===== src/rtl/spi_psc_pkg.sv =====
// Shared encoding choice and widths for the SPI clock prescaler.
// Assumes an 8-bit prescale slice of the configuration register.
package spi_psc_pkg;
    typedef enum logic {
        ENC_NARROW = 1'b0,
        ENC_WIDE   = 1'b1
    } psc_enc_e;

    localparam int CFG_W     = 8;
    localparam int LIN_W     = 4;
    localparam int EXP_W     = 3;
    localparam int RATIO_W   = LIN_W + (1 << EXP_W) - 1;
    localparam int MIN_RATIO = 4;
    localparam int NAR_W     = 5;
    localparam int NAR_BASE  = 16;
endpackage


===== src/rtl/spi_psc_decode.sv =====
// Turns the prescale setting into a divide ratio (pure combinational).
// Assumes the word-size bit sits at LIN_W+1 and is never part of the setting.
module spi_psc_decode
    import spi_psc_pkg::*;
#(
    parameter psc_enc_e ENC = ENC_WIDE
) (
    input  logic [CFG_W-1:0]   cfg,
    output logic [RATIO_W-1:0] ratio
);
    generate
        if (ENC == ENC_NARROW) begin : g_narrow
            logic [NAR_W-1:0]       fld;
            logic                   cfg_unused;
            assign fld        = cfg[NAR_W-1:0];
            assign cfg_unused = ^cfg[CFG_W-1:NAR_W];

            // Offset field to even ratio, clamped at the minimum.
            always_comb begin
                if (fld >= NAR_W'(NAR_BASE + MIN_RATIO/2))
                    ratio = RATIO_W'(fld - NAR_W'(NAR_BASE)) << 1;
                else
                    ratio = RATIO_W'(MIN_RATIO);
            end
        end else begin : g_wide
            logic [LIN_W-1:0] lin;
            logic [LIN_W-1:0] lin_eff;
            logic [EXP_W-1:0] expo;
            logic             cfg_unused;
            assign lin        = cfg[LIN_W-1:0];
            assign expo       = {cfg[LIN_W+EXP_W:LIN_W+2], cfg[LIN_W]};
            assign cfg_unused = cfg[LIN_W+1];

            // Linear factor floored at the minimum, then scaled by 2^expo.
            assign lin_eff = (lin < LIN_W'(MIN_RATIO)) ? LIN_W'(MIN_RATIO) : lin;
            assign ratio   = RATIO_W'(lin_eff) << expo;
        end
    endgenerate
endmodule


===== src/rtl/spi_psc_core.sv =====
// Half-period counter producing sck and its toggle strobe.
// Assumes ratio >= 4 and constant while busy is high.
module spi_psc_core
    import spi_psc_pkg::*;
(
    input  logic               clk,
    input  logic               rst_n,
    input  logic [RATIO_W-1:0] ratio,
    input  logic               busy,
    input  logic               cpol,
    output logic               sck,
    output logic               tgl
);
    logic [RATIO_W-1:0] cnt;
    logic [RATIO_W-1:0] half_hi;
    logic [RATIO_W-1:0] half_lo;
    logic [RATIO_W-1:0] lim;

    // High half gets the extra cycle of an odd ratio.
    assign half_hi = (ratio + RATIO_W'(1)) >> 1;
    assign half_lo = ratio >> 1;
    assign lim     = sck ? half_hi : half_lo;

    // Count core cycles; invert sck at the end of each half period.
    always_ff @(posedge clk) begin
        if (!rst_n || !busy) begin
            cnt <= '0;
            sck <= cpol;
            tgl <= 1'b0;
        end else if (cnt == lim - RATIO_W'(1)) begin
            cnt <= '0;
            sck <= ~sck;
            tgl <= 1'b1;
        end else begin
            cnt <= cnt + RATIO_W'(1);
            tgl <= 1'b0;
        end
    end

    a_r8_idle_level: assert property (@(posedge clk) disable iff (!rst_n)
        !busy |=> (sck == $past(cpol)) && !tgl);
    a_r6_strobe_flips: assert property (@(posedge clk) disable iff (!rst_n)
        tgl |-> sck != $past(sck));
    a_r6_flip_strobed: assert property (@(posedge clk) disable iff (!rst_n)
        ($past(busy) && sck != $past(sck)) |-> tgl);
    a_r6_strobe_gap: assert property (@(posedge clk) disable iff (!rst_n)
        tgl |=> !tgl);
endmodule


===== src/rtl/spi_sck_prescaler.sv =====
// SPI serial clock prescaler: captures the decoded ratio between exchanges
// and drives sck plus a half-period strobe. Assumes busy comes from the
// shift engine in the same clock domain.
module spi_sck_prescaler
    import spi_psc_pkg::*;
#(
    parameter psc_enc_e ENC = ENC_WIDE
) (
    input  logic             clk,
    input  logic             rst_n,
    input  logic [CFG_W-1:0] psc_cfg,
    input  logic             cpol,
    input  logic             xfer_busy,
    output logic             sck,
    output logic             sck_tgl
);
    localparam logic [RATIO_W-1:0] MAX_RATIO =
        RATIO_W'(((1 << LIN_W) - 1) << ((1 << EXP_W) - 1));

    logic [RATIO_W-1:0] ratio_d;
    logic [RATIO_W-1:0] ratio_q;

    spi_psc_decode #(.ENC(ENC)) u_decode (
        .cfg   (psc_cfg),
        .ratio (ratio_d)
    );

    // Capture the ratio only outside an exchange.
    always_ff @(posedge clk) begin
        if (!rst_n)
            ratio_q <= RATIO_W'(MIN_RATIO);
        else if (!xfer_busy)
            ratio_q <= ratio_d;
    end

    spi_psc_core u_core (
        .clk   (clk),
        .rst_n (rst_n),
        .ratio (ratio_q),
        .busy  (xfer_busy),
        .cpol  (cpol),
        .sck   (sck),
        .tgl   (sck_tgl)
    );

    a_r7_hold_busy: assert property (@(posedge clk) disable iff (!rst_n)
        $past(xfer_busy) |-> $stable(ratio_q));
    a_r4_floor: assert property (@(posedge clk) disable iff (!rst_n)
        ratio_q >= RATIO_W'(MIN_RATIO));
    a_r3_ceiling: assert property (@(posedge clk) disable iff (!rst_n)
        ratio_q <= MAX_RATIO);
endmodule


===== config.mk =====
export PLATFORM = sky130hd
export DESIGN_NAME = spi_sck_prescaler
export DESIGN_NICKNAME = d
export VERILOG_FILES = /design/src/rtl/spi_psc_pkg.sv /design/src/rtl/spi_psc_decode.sv /design/src/rtl/spi_psc_core.sv /design/src/rtl/spi_sck_prescaler.sv
export SDC_FILE = /design/constraint.sdc
export NUM_CORES = 1
export LEC_CHECK = 0
export ABC_AREA = 0
export BUFFER_PORTS_ARGS = -buffer_cell sky130_fd_sc_hd__buf_2
export CAP_MARGIN = 20
export CORE_ASPECT_RATIO = 0.7
export CORE_MARGIN = 3
export CORE_UTILIZATION = 43
export CTS_BUF_LIST = sky130_fd_sc_hd__clkbuf_4 sky130_fd_sc_hd__clkbuf_8
export DETAILED_ROUTE_END_ITERATION = 8
export GPL_ROUTABILITY_DRIVEN = 0
export PLACE_DENSITY = 0.71
export SLEW_MARGIN = 40
export SYNTH_ARGS = -nofsm -noshare
export SYNTH_HDL_FRONTEND = slang
export SYNTH_SLANG_ARGS = --single-unit

===== constraint.sdc =====
create_clock -name clk -period 3 [get_ports clk]
set_clock_uncertainty 0.2 [all_clocks]
set_input_delay 0 -clock clk [delete_from_list [all_inputs] [get_ports clk]]
set_output_delay 0 -clock clk [all_outputs]
set_load 0.02 [all_outputs]

[Word level (Yosys, flattened, before mapping)]
Cells that the tools add are included.
Storage, ports and cells
  logic and storage cells: 21
  bits of input ports: 12
  output and inout bits: 2
  flip-flop bits (word level): 24
Operators by class
  muxes and demuxes: 5
  bitwise operators: 1
  equality and inequality tests: 1
  shifts and indexed selects: 1
  reductions and logical operators: 5
  $lt $le $gt $ge: 1
  add/subtract/negate cells: 3
Operators by type and width (count)
  adder 11 x 1 -> 11 bit (second input constant): 2
  == test 11 bit: 1
  left shift 4 x 3 -> 11 bit: 1
  subtractor 11 x 1 -> 11 bit (second input constant): 1
  two-way mux 10 bit: 1
  less-than comparator 4 x 3 -> 1 bit (second input constant): 1
  two-way mux 4 bit: 1
  two-way mux 1 bit: 3
  logical NOT 1 bit: 2
  nonzero test 2 bit: 1
  OR reduction 2 bit: 1
  logical OR 1 bit: 1
  NOT 1 bit: 1

[Logic depth before layout (Yosys ltp)]
  depth after elaboration: 6
  gate-level depth with buffers: 13
  depth with buffers taken out: 11

[Hierarchy]
From an unflattened synthesis, not the netlist that was laid out.
Second synthesis, totals
  cell total of the unflattened synthesis: 237
  area, all modules: 2019.4 sq um
Modules (own cells, without submodules)
  spi_psc_core: cells each 162, sequential area each 270.3 sq um, area each 1340.0 sq um, instances 1
  spi_sck_prescaler: cells each 35, sequential area each 220.2 sq um, area each 411.6 sq um, instances 1
  spi_psc_decode: cells each 40, sequential area each 0.0 sq um, area each 267.8 sq um, instances 1

[Least setup slack after synthesis]
Ideal clock, no wire load.
  path type: register -> register
  start: register u_core.sck
  end: register u_core.sck (enable)
  arrival: 2624 ps
  period minus slack after synthesis: 3114 ps
  setup time: 290 ps
  required time: 2510 ps
  slack: -114 ps
  path buffers: 3
  stages on the path, launching flop included: 14
  cell sequence: edfxtp_1 > buf_6 > and2_1 > buf_2 > xnor2_1 > ha_1 > xor2_1 > o21ai_0 > a311o_1 > a31oi_1 > nand4_1 > nor4_4 > buf_6 > a21o_1
On the way
  longest elaborated chain between the ends: 4
RTL lines
  start, declared: RTL line spi_psc_core.sv:11  | output logic sck,
  start signal, assigned: RTL line spi_psc_core.sv:28  | sck <= cpol;
  start signal, assigned: RTL line spi_psc_core.sv:32  | sck <= ~sck;
  two-way mux 10 bit: RTL line spi_psc_core.sv:22  | assign lim = sck ? half_hi : half_lo;
  subtractor 11 x 1 -> 11 bit: RTL line spi_psc_core.sv:30  | end else if (cnt == lim - RATIO_W'(1)) begin
  == test 11 bit: RTL line spi_psc_core.sv:30
  nonzero test 2 bit (no source line)
No other way between the ends.
A chain may end at the register's enable or synchronous reset.

[Worst setup path after layout]
Ends and elaborated chain as after synthesis.

==> run_summary.xml <==
<?xml version="1.0" encoding="UTF-8"?>
<metrics>
  <group name="routing">
    <metric name="met3WireLength" unit="µm">332</metric>
    <metric name="post_drt_wl_per_cell" unit="µm">14.6</metric>
    <metric name="detail_route.iter0.violations" unit="">166</metric>
    <metric name="final_antenna_net_count" unit="">0</metric>
    <metric name="drt_pre_antenna_iters" unit="">4</metric>
    <metric name="wirelength" unit="µm">4930</metric>
    <metric name="remaining_drcs" unit="">0</metric>
    <metric name="routed-via-count" unit="">1901</metric>
    <metric name="met1Wirelength" unit="µm">2530</metric>
    <metric name="top_layer_used" unit="">met4</metric>
    <metric name="met2_wirelength" unit="µm">2050</metric>
    <metric name="per_cell_via_count_in_the_routed_design" unit="">5.61</metric>
  </group>
  <group name="synth">
    <metric name="post_synth_main_area_contributors" unit="">dfxtp_1 (21%), xnor2_1 (11%), xor2_1 (4.1%)</metric>
    <metric name="synth.lib_cells_used.distinct" unit="">62</metric>
    <metric name="mappedNetlistArea" unit="mm²">0.00214</metric>
    <metric name="synth_top_cell_area_share" unit="%">21.5</metric>
    <metric name="yosysWarningCount" unit="">0</metric>
    <metric name="synth_edf_count" unit="">1</metric>
    <metric name="syn-num-nets" unit="">271</metric>
    <metric name="yosysSeqAreaShare" unit="%">22.9</metric>
    <metric name="synthesis_stage_register_bit_count" unit="">24</metric>
    <metric name="synthesis.instances" unit="">256</metric>
    <metric name="netlist.top_cell.by_area" unit="">dfxtp_1</metric>
    <metric name="synth_area_per_cell" unit="µm²">8.37</metric>
    <metric name="synth-main-ff-cell" unit="">dfxtp_1</metric>
    <metric name="synth-async-reset-ratio" unit="%">0</metric>
    <metric name="post-synth-top-count-cell" unit="">xnor2_1</metric>
    <metric name="synth_common_cells" unit="">xnor2_1 (27), dfxtp_1 (23), nand2_1 (22)</metric>
  </group>
  <group name="timing">
    <metric name="fmax" unit="MHz">335</metric>
    <metric name="slew-limit-headroom" unit="%">67.7</metric>
    <metric name="grt_setup_unrepaired" unit="">yes</metric>
    <metric name="min_tclk_post_route" unit="ns">2.99</metric>
    <metric name="finalSetupViolCount" unit="">0</metric>
    <metric name="final_max_slew_viol_count" unit="">0</metric>
    <metric name="tightest_slew" unit="ns">0.481</metric>
    <metric name="final_min_period_over_clock_period" unit="%">99.6</metric>
    <metric name="report.final.hold_viol_count" unit="">0</metric>
  </group>
  <group name="finish">
    <metric name="antenna_cells" unit="">0</metric>
    <metric name="layout-drive-gt1-share" unit="%">22.7</metric>
    <metric name="n_fill_cell" unit="">444</metric>
    <metric name="layout-area-overhead-vs-synth" unit="%">14.5</metric>
    <metric name="fin_nets" unit="">289</metric>
    <metric name="final_area" unit="mm²">0.00245</metric>
    <metric name="fin_util" unit="%">53.9</metric>
  </group>
  <group name="global_route">
    <metric name="grt_pass1_vias" unit="">1642</metric>
    <metric name="grt_pass1_wl" unit="µm">8240</metric>
    <metric name="grt_antenna_before_repair" unit="">0</metric>
    <metric name="globalRoute.totalOverflow" unit="">0</metric>
    <metric name="grt_usage" unit="%">17.2</metric>
    <metric name="grt_start_max_net_pins" unit="">21</metric>
  </group>
  <group name="die">
    <metric name="floorplan.core_area" unit="mm²">0.00455</metric>
    <metric name="fp.dieArea" unit="mm²">0.00588</metric>
    <metric name="die_height" unit="µm">65.1</metric>
    <metric name="boundaryPins" unit="">14</metric>
    <metric name="std_cell_rows" unit="">20</metric>
    <metric name="initial_utilization" unit="%">47.0</metric>
    <metric name="die_w" unit="µm">90.4</metric>
  </group>
  <group name="clock_tree">
    <metric name="clk_transition_reported_paths" unit="ns">0.09</metric>
    <metric name="tritoncts.num_buffers" unit="">3</metric>
    <metric name="clock_path_buffers" unit="">2</metric>
    <metric name="clock_latency" unit="ns">0.27</metric>
    <metric name="cts_tree" unit="">done</metric>
    <metric name="cts.htree.levels" unit="">1</metric>
    <metric name="cts_root_buffer" unit="">clkbuf_8</metric>
    <metric name="cts_sink_count" unit="">24</metric>
  </group>
  <group name="placement">
    <metric name="detailed_place_hpwl" unit="µm">3720</metric>
    <metric name="placed_area" unit="mm²">0.00226</metric>
    <metric name="numPortBuffers" unit="">12</metric>
  </group>
  <group name="outcome">
    <metric name="status" unit="">complete, no violations</metric>
  </group>
  <group name="flow_run">
    <metric name="maxCapViolations" unit="">0</metric>
  </group>
  <group name="pwr">
    <metric name="ir_worst_vdd" unit="mV">0.244</metric>
    <metric name="power_density" unit="mW/mm²">341</metric>
    <metric name="static-leakage-power" unit="nW">0.885</metric>
  </group>
  <group name="min_path">
    <metric name="worst_hold_path_type" unit="">input port to flip-flop</metric>
  </group>
  <group name="setup_path">
    <metric name="endpoint" unit="">u_core.sck</metric>
    <metric name="max_stage_delay" unit="ns">0.52</metric>
    <metric name="path_class" unit="">flip-flop to flip-flop</metric>
    <metric name="critPathArrivalTime" unit="ns">2.78</metric>
    <metric name="critical_path_required" unit="ns">2.79</metric>
    <metric name="setup.reg_to_reg.worst_slack" unit="ns">0.01</metric>
    <metric name="reg2reg_depth" unit="">10</metric>
    <metric name="critical_path.cell_chain" unit="">buf_6 &gt; mux2i_4 &gt; ha_4 &gt; xor2_1 &gt; o21ai_1 &gt; a311o_1 &gt; a31oi_1 &gt; nand4_1 &gt; nor4_4 &gt; a21o_1</metric>
    <metric name="slowest_stage" unit="">edfxtp_1</metric>
    <metric name="regToRegStartpoint" unit="">u_core.sck</metric>
    <metric name="startpoint_type" unit="">flip-flop</metric>
    <metric name="crit_start" unit="">u_core.sck</metric>
    <metric name="path_max_fanout" unit="">8</metric>
    <metric name="worstReg2RegEnd" unit="">u_core.sck</metric>
    <metric name="timing.critical_path.to_type" unit="">flip-flop</metric>
  </group>
</metrics>
-- stage by stage --
step           hold WS, ns  setup slack, ns  instances  TNS, ns  total power (W)
6_report           0.00450           0.0107        339        0         0.000837
5_1_grt             0.0546           -0.118        339   -0.829         0.000879
4_1_cts            0.00335           0.0343        337        0         0.000828
3_5_place_dp        0.0817           0.0697        328        0         0.000540
3_3_place_gp        0.0774            0.128        328        0         0.000537
2_1_floorplan      -0.0462           -0.114        256   -0.114         0.000500
-- placed cells by master, fill, tap and decap left out, types with 2 or more instances in the layout --
master,count
a211oi_2,2
buf_6,2
a21oi_1,12
nor4_4,2
nand4_1,5
a22oi_1,4
nor2b_1,9
dlygate4sd3_1,5
nand3_2,2
a311o_1,2
nand3_1,14
and4_1,2
o211ai_1,5
buf_4,17
clkbuf_8,3
nor3_1,10
xnor2_1,26
nand3b_1,2
a21oi_2,5
mux2i_1,2
and2_1,3
or3_1,3
xor2_1,10
nand2b_1,4
o21ai_0,7
dfxtp_1,22
o211a_1,2
inv_1,3
and3_1,7
nand2_1,22
a211oi_1,3
buf_2,12
nor2_1,7
a21boi_0,2
-- area by class of cell --
| cell class | instances | area [µm²] | area share (%) |
|---|---|---|---|
| Inverter | 3 | 11.3 | 0.459 |
| Clock buffer | 3 | 41.3 | 1.68 |
| Clock inverter | 1 | 30.0 | 1.22 |
| Timing Repair Buffer | 36 | 260 | 10.6 |
| Tap cell | 66 | 82.6 | 3.37 |
| Multi-Input combinational cell | 206 | 1540 | 62.6 |
| Sequential cell | 24 | 492 | 20.0 |
-- how the worst min path moves through the flow --
stage	start	endpoint	slack, ns	cells past startpoint
after global placement	rst_n	ratio_q[2]	0.08	2
after floorplan	rst_n	ratio_q[8]	-0.05	1
after detailed placement	cpol	u_core.sck	0.08	3
final	psc_cfg[3]	ratio_q[10]	0.004	5
after global routing	psc_cfg[6]	ratio_q[1]	0.05	4
after CTS	psc_cfg[3]	ratio_q[10]	0.003	5
-- registers in the layout, summed over array words and instances (netlist names) --
register,count
u_core.tgl,1
u_core.sck,1
u_core.cnt,11
ratio_q,11
-- where the power goes --
part / total [W] / switching [W] / internal, W / leakage [nW]
logic: 0.000202 / 0.000107 / 0.0000957 / 0.653
clock network: 0.000285 / 0.000106 / 0.000178 / 0.0357
registers: 0.000350 / 0.0000192 / 0.000330 / 0.197
total: 0.000837 / 0.000232 / 0.000605 / 0.885
-- logic make-up (layout without fill, tap and decap cells) --
group	after synthesis	after routing	synth area share [%]
AND/OR/NAND/NOR	103	103	28.0
AO/OA/AOI/OAI	58	58	21.7
XOR/XNOR	38	38	16.2
buffers and inverters	26	43	7.53
flip-flops	24	24	22.9
multiplexers	4	4	1.93
adder cells (fa/ha/maj)	3	3	1.75
-- per-layer routing --
| layer | GRT usage, % | vias to the layer above |
|---|---|---|
| met5 | 0 | - |
| met4 | 2.86 | 0 |
| met3 | 3.83 | 2 |
| met2 | 24.0 | 43 |
| met1 | 26.8 | 899 |
| li1 | - | 957 |
-- critical path: cells and delay by family (launching register included) --
family	cells	cell delay [ns]
compound gates	4	0.71
flops	1	0.52
simple gates	2	0.49
fa+ha+maj	1	0.27
buf+inv	1	0.19
mux	1	0.19
xor+xnor	1	0.15
-- timing repair --
| action | 4_1_cts | 5_1_grt |
|---|---|---|
| hold buffers | 5 | 0 |
| hold endpoints to repair | 14 | 0 |
| buffers inserted | 0 | 2 |
| gates resized for setup | 0 | 11 |
| setup endpoints to repair | 0 | 12 |
(Power assumes the default switching activity.)
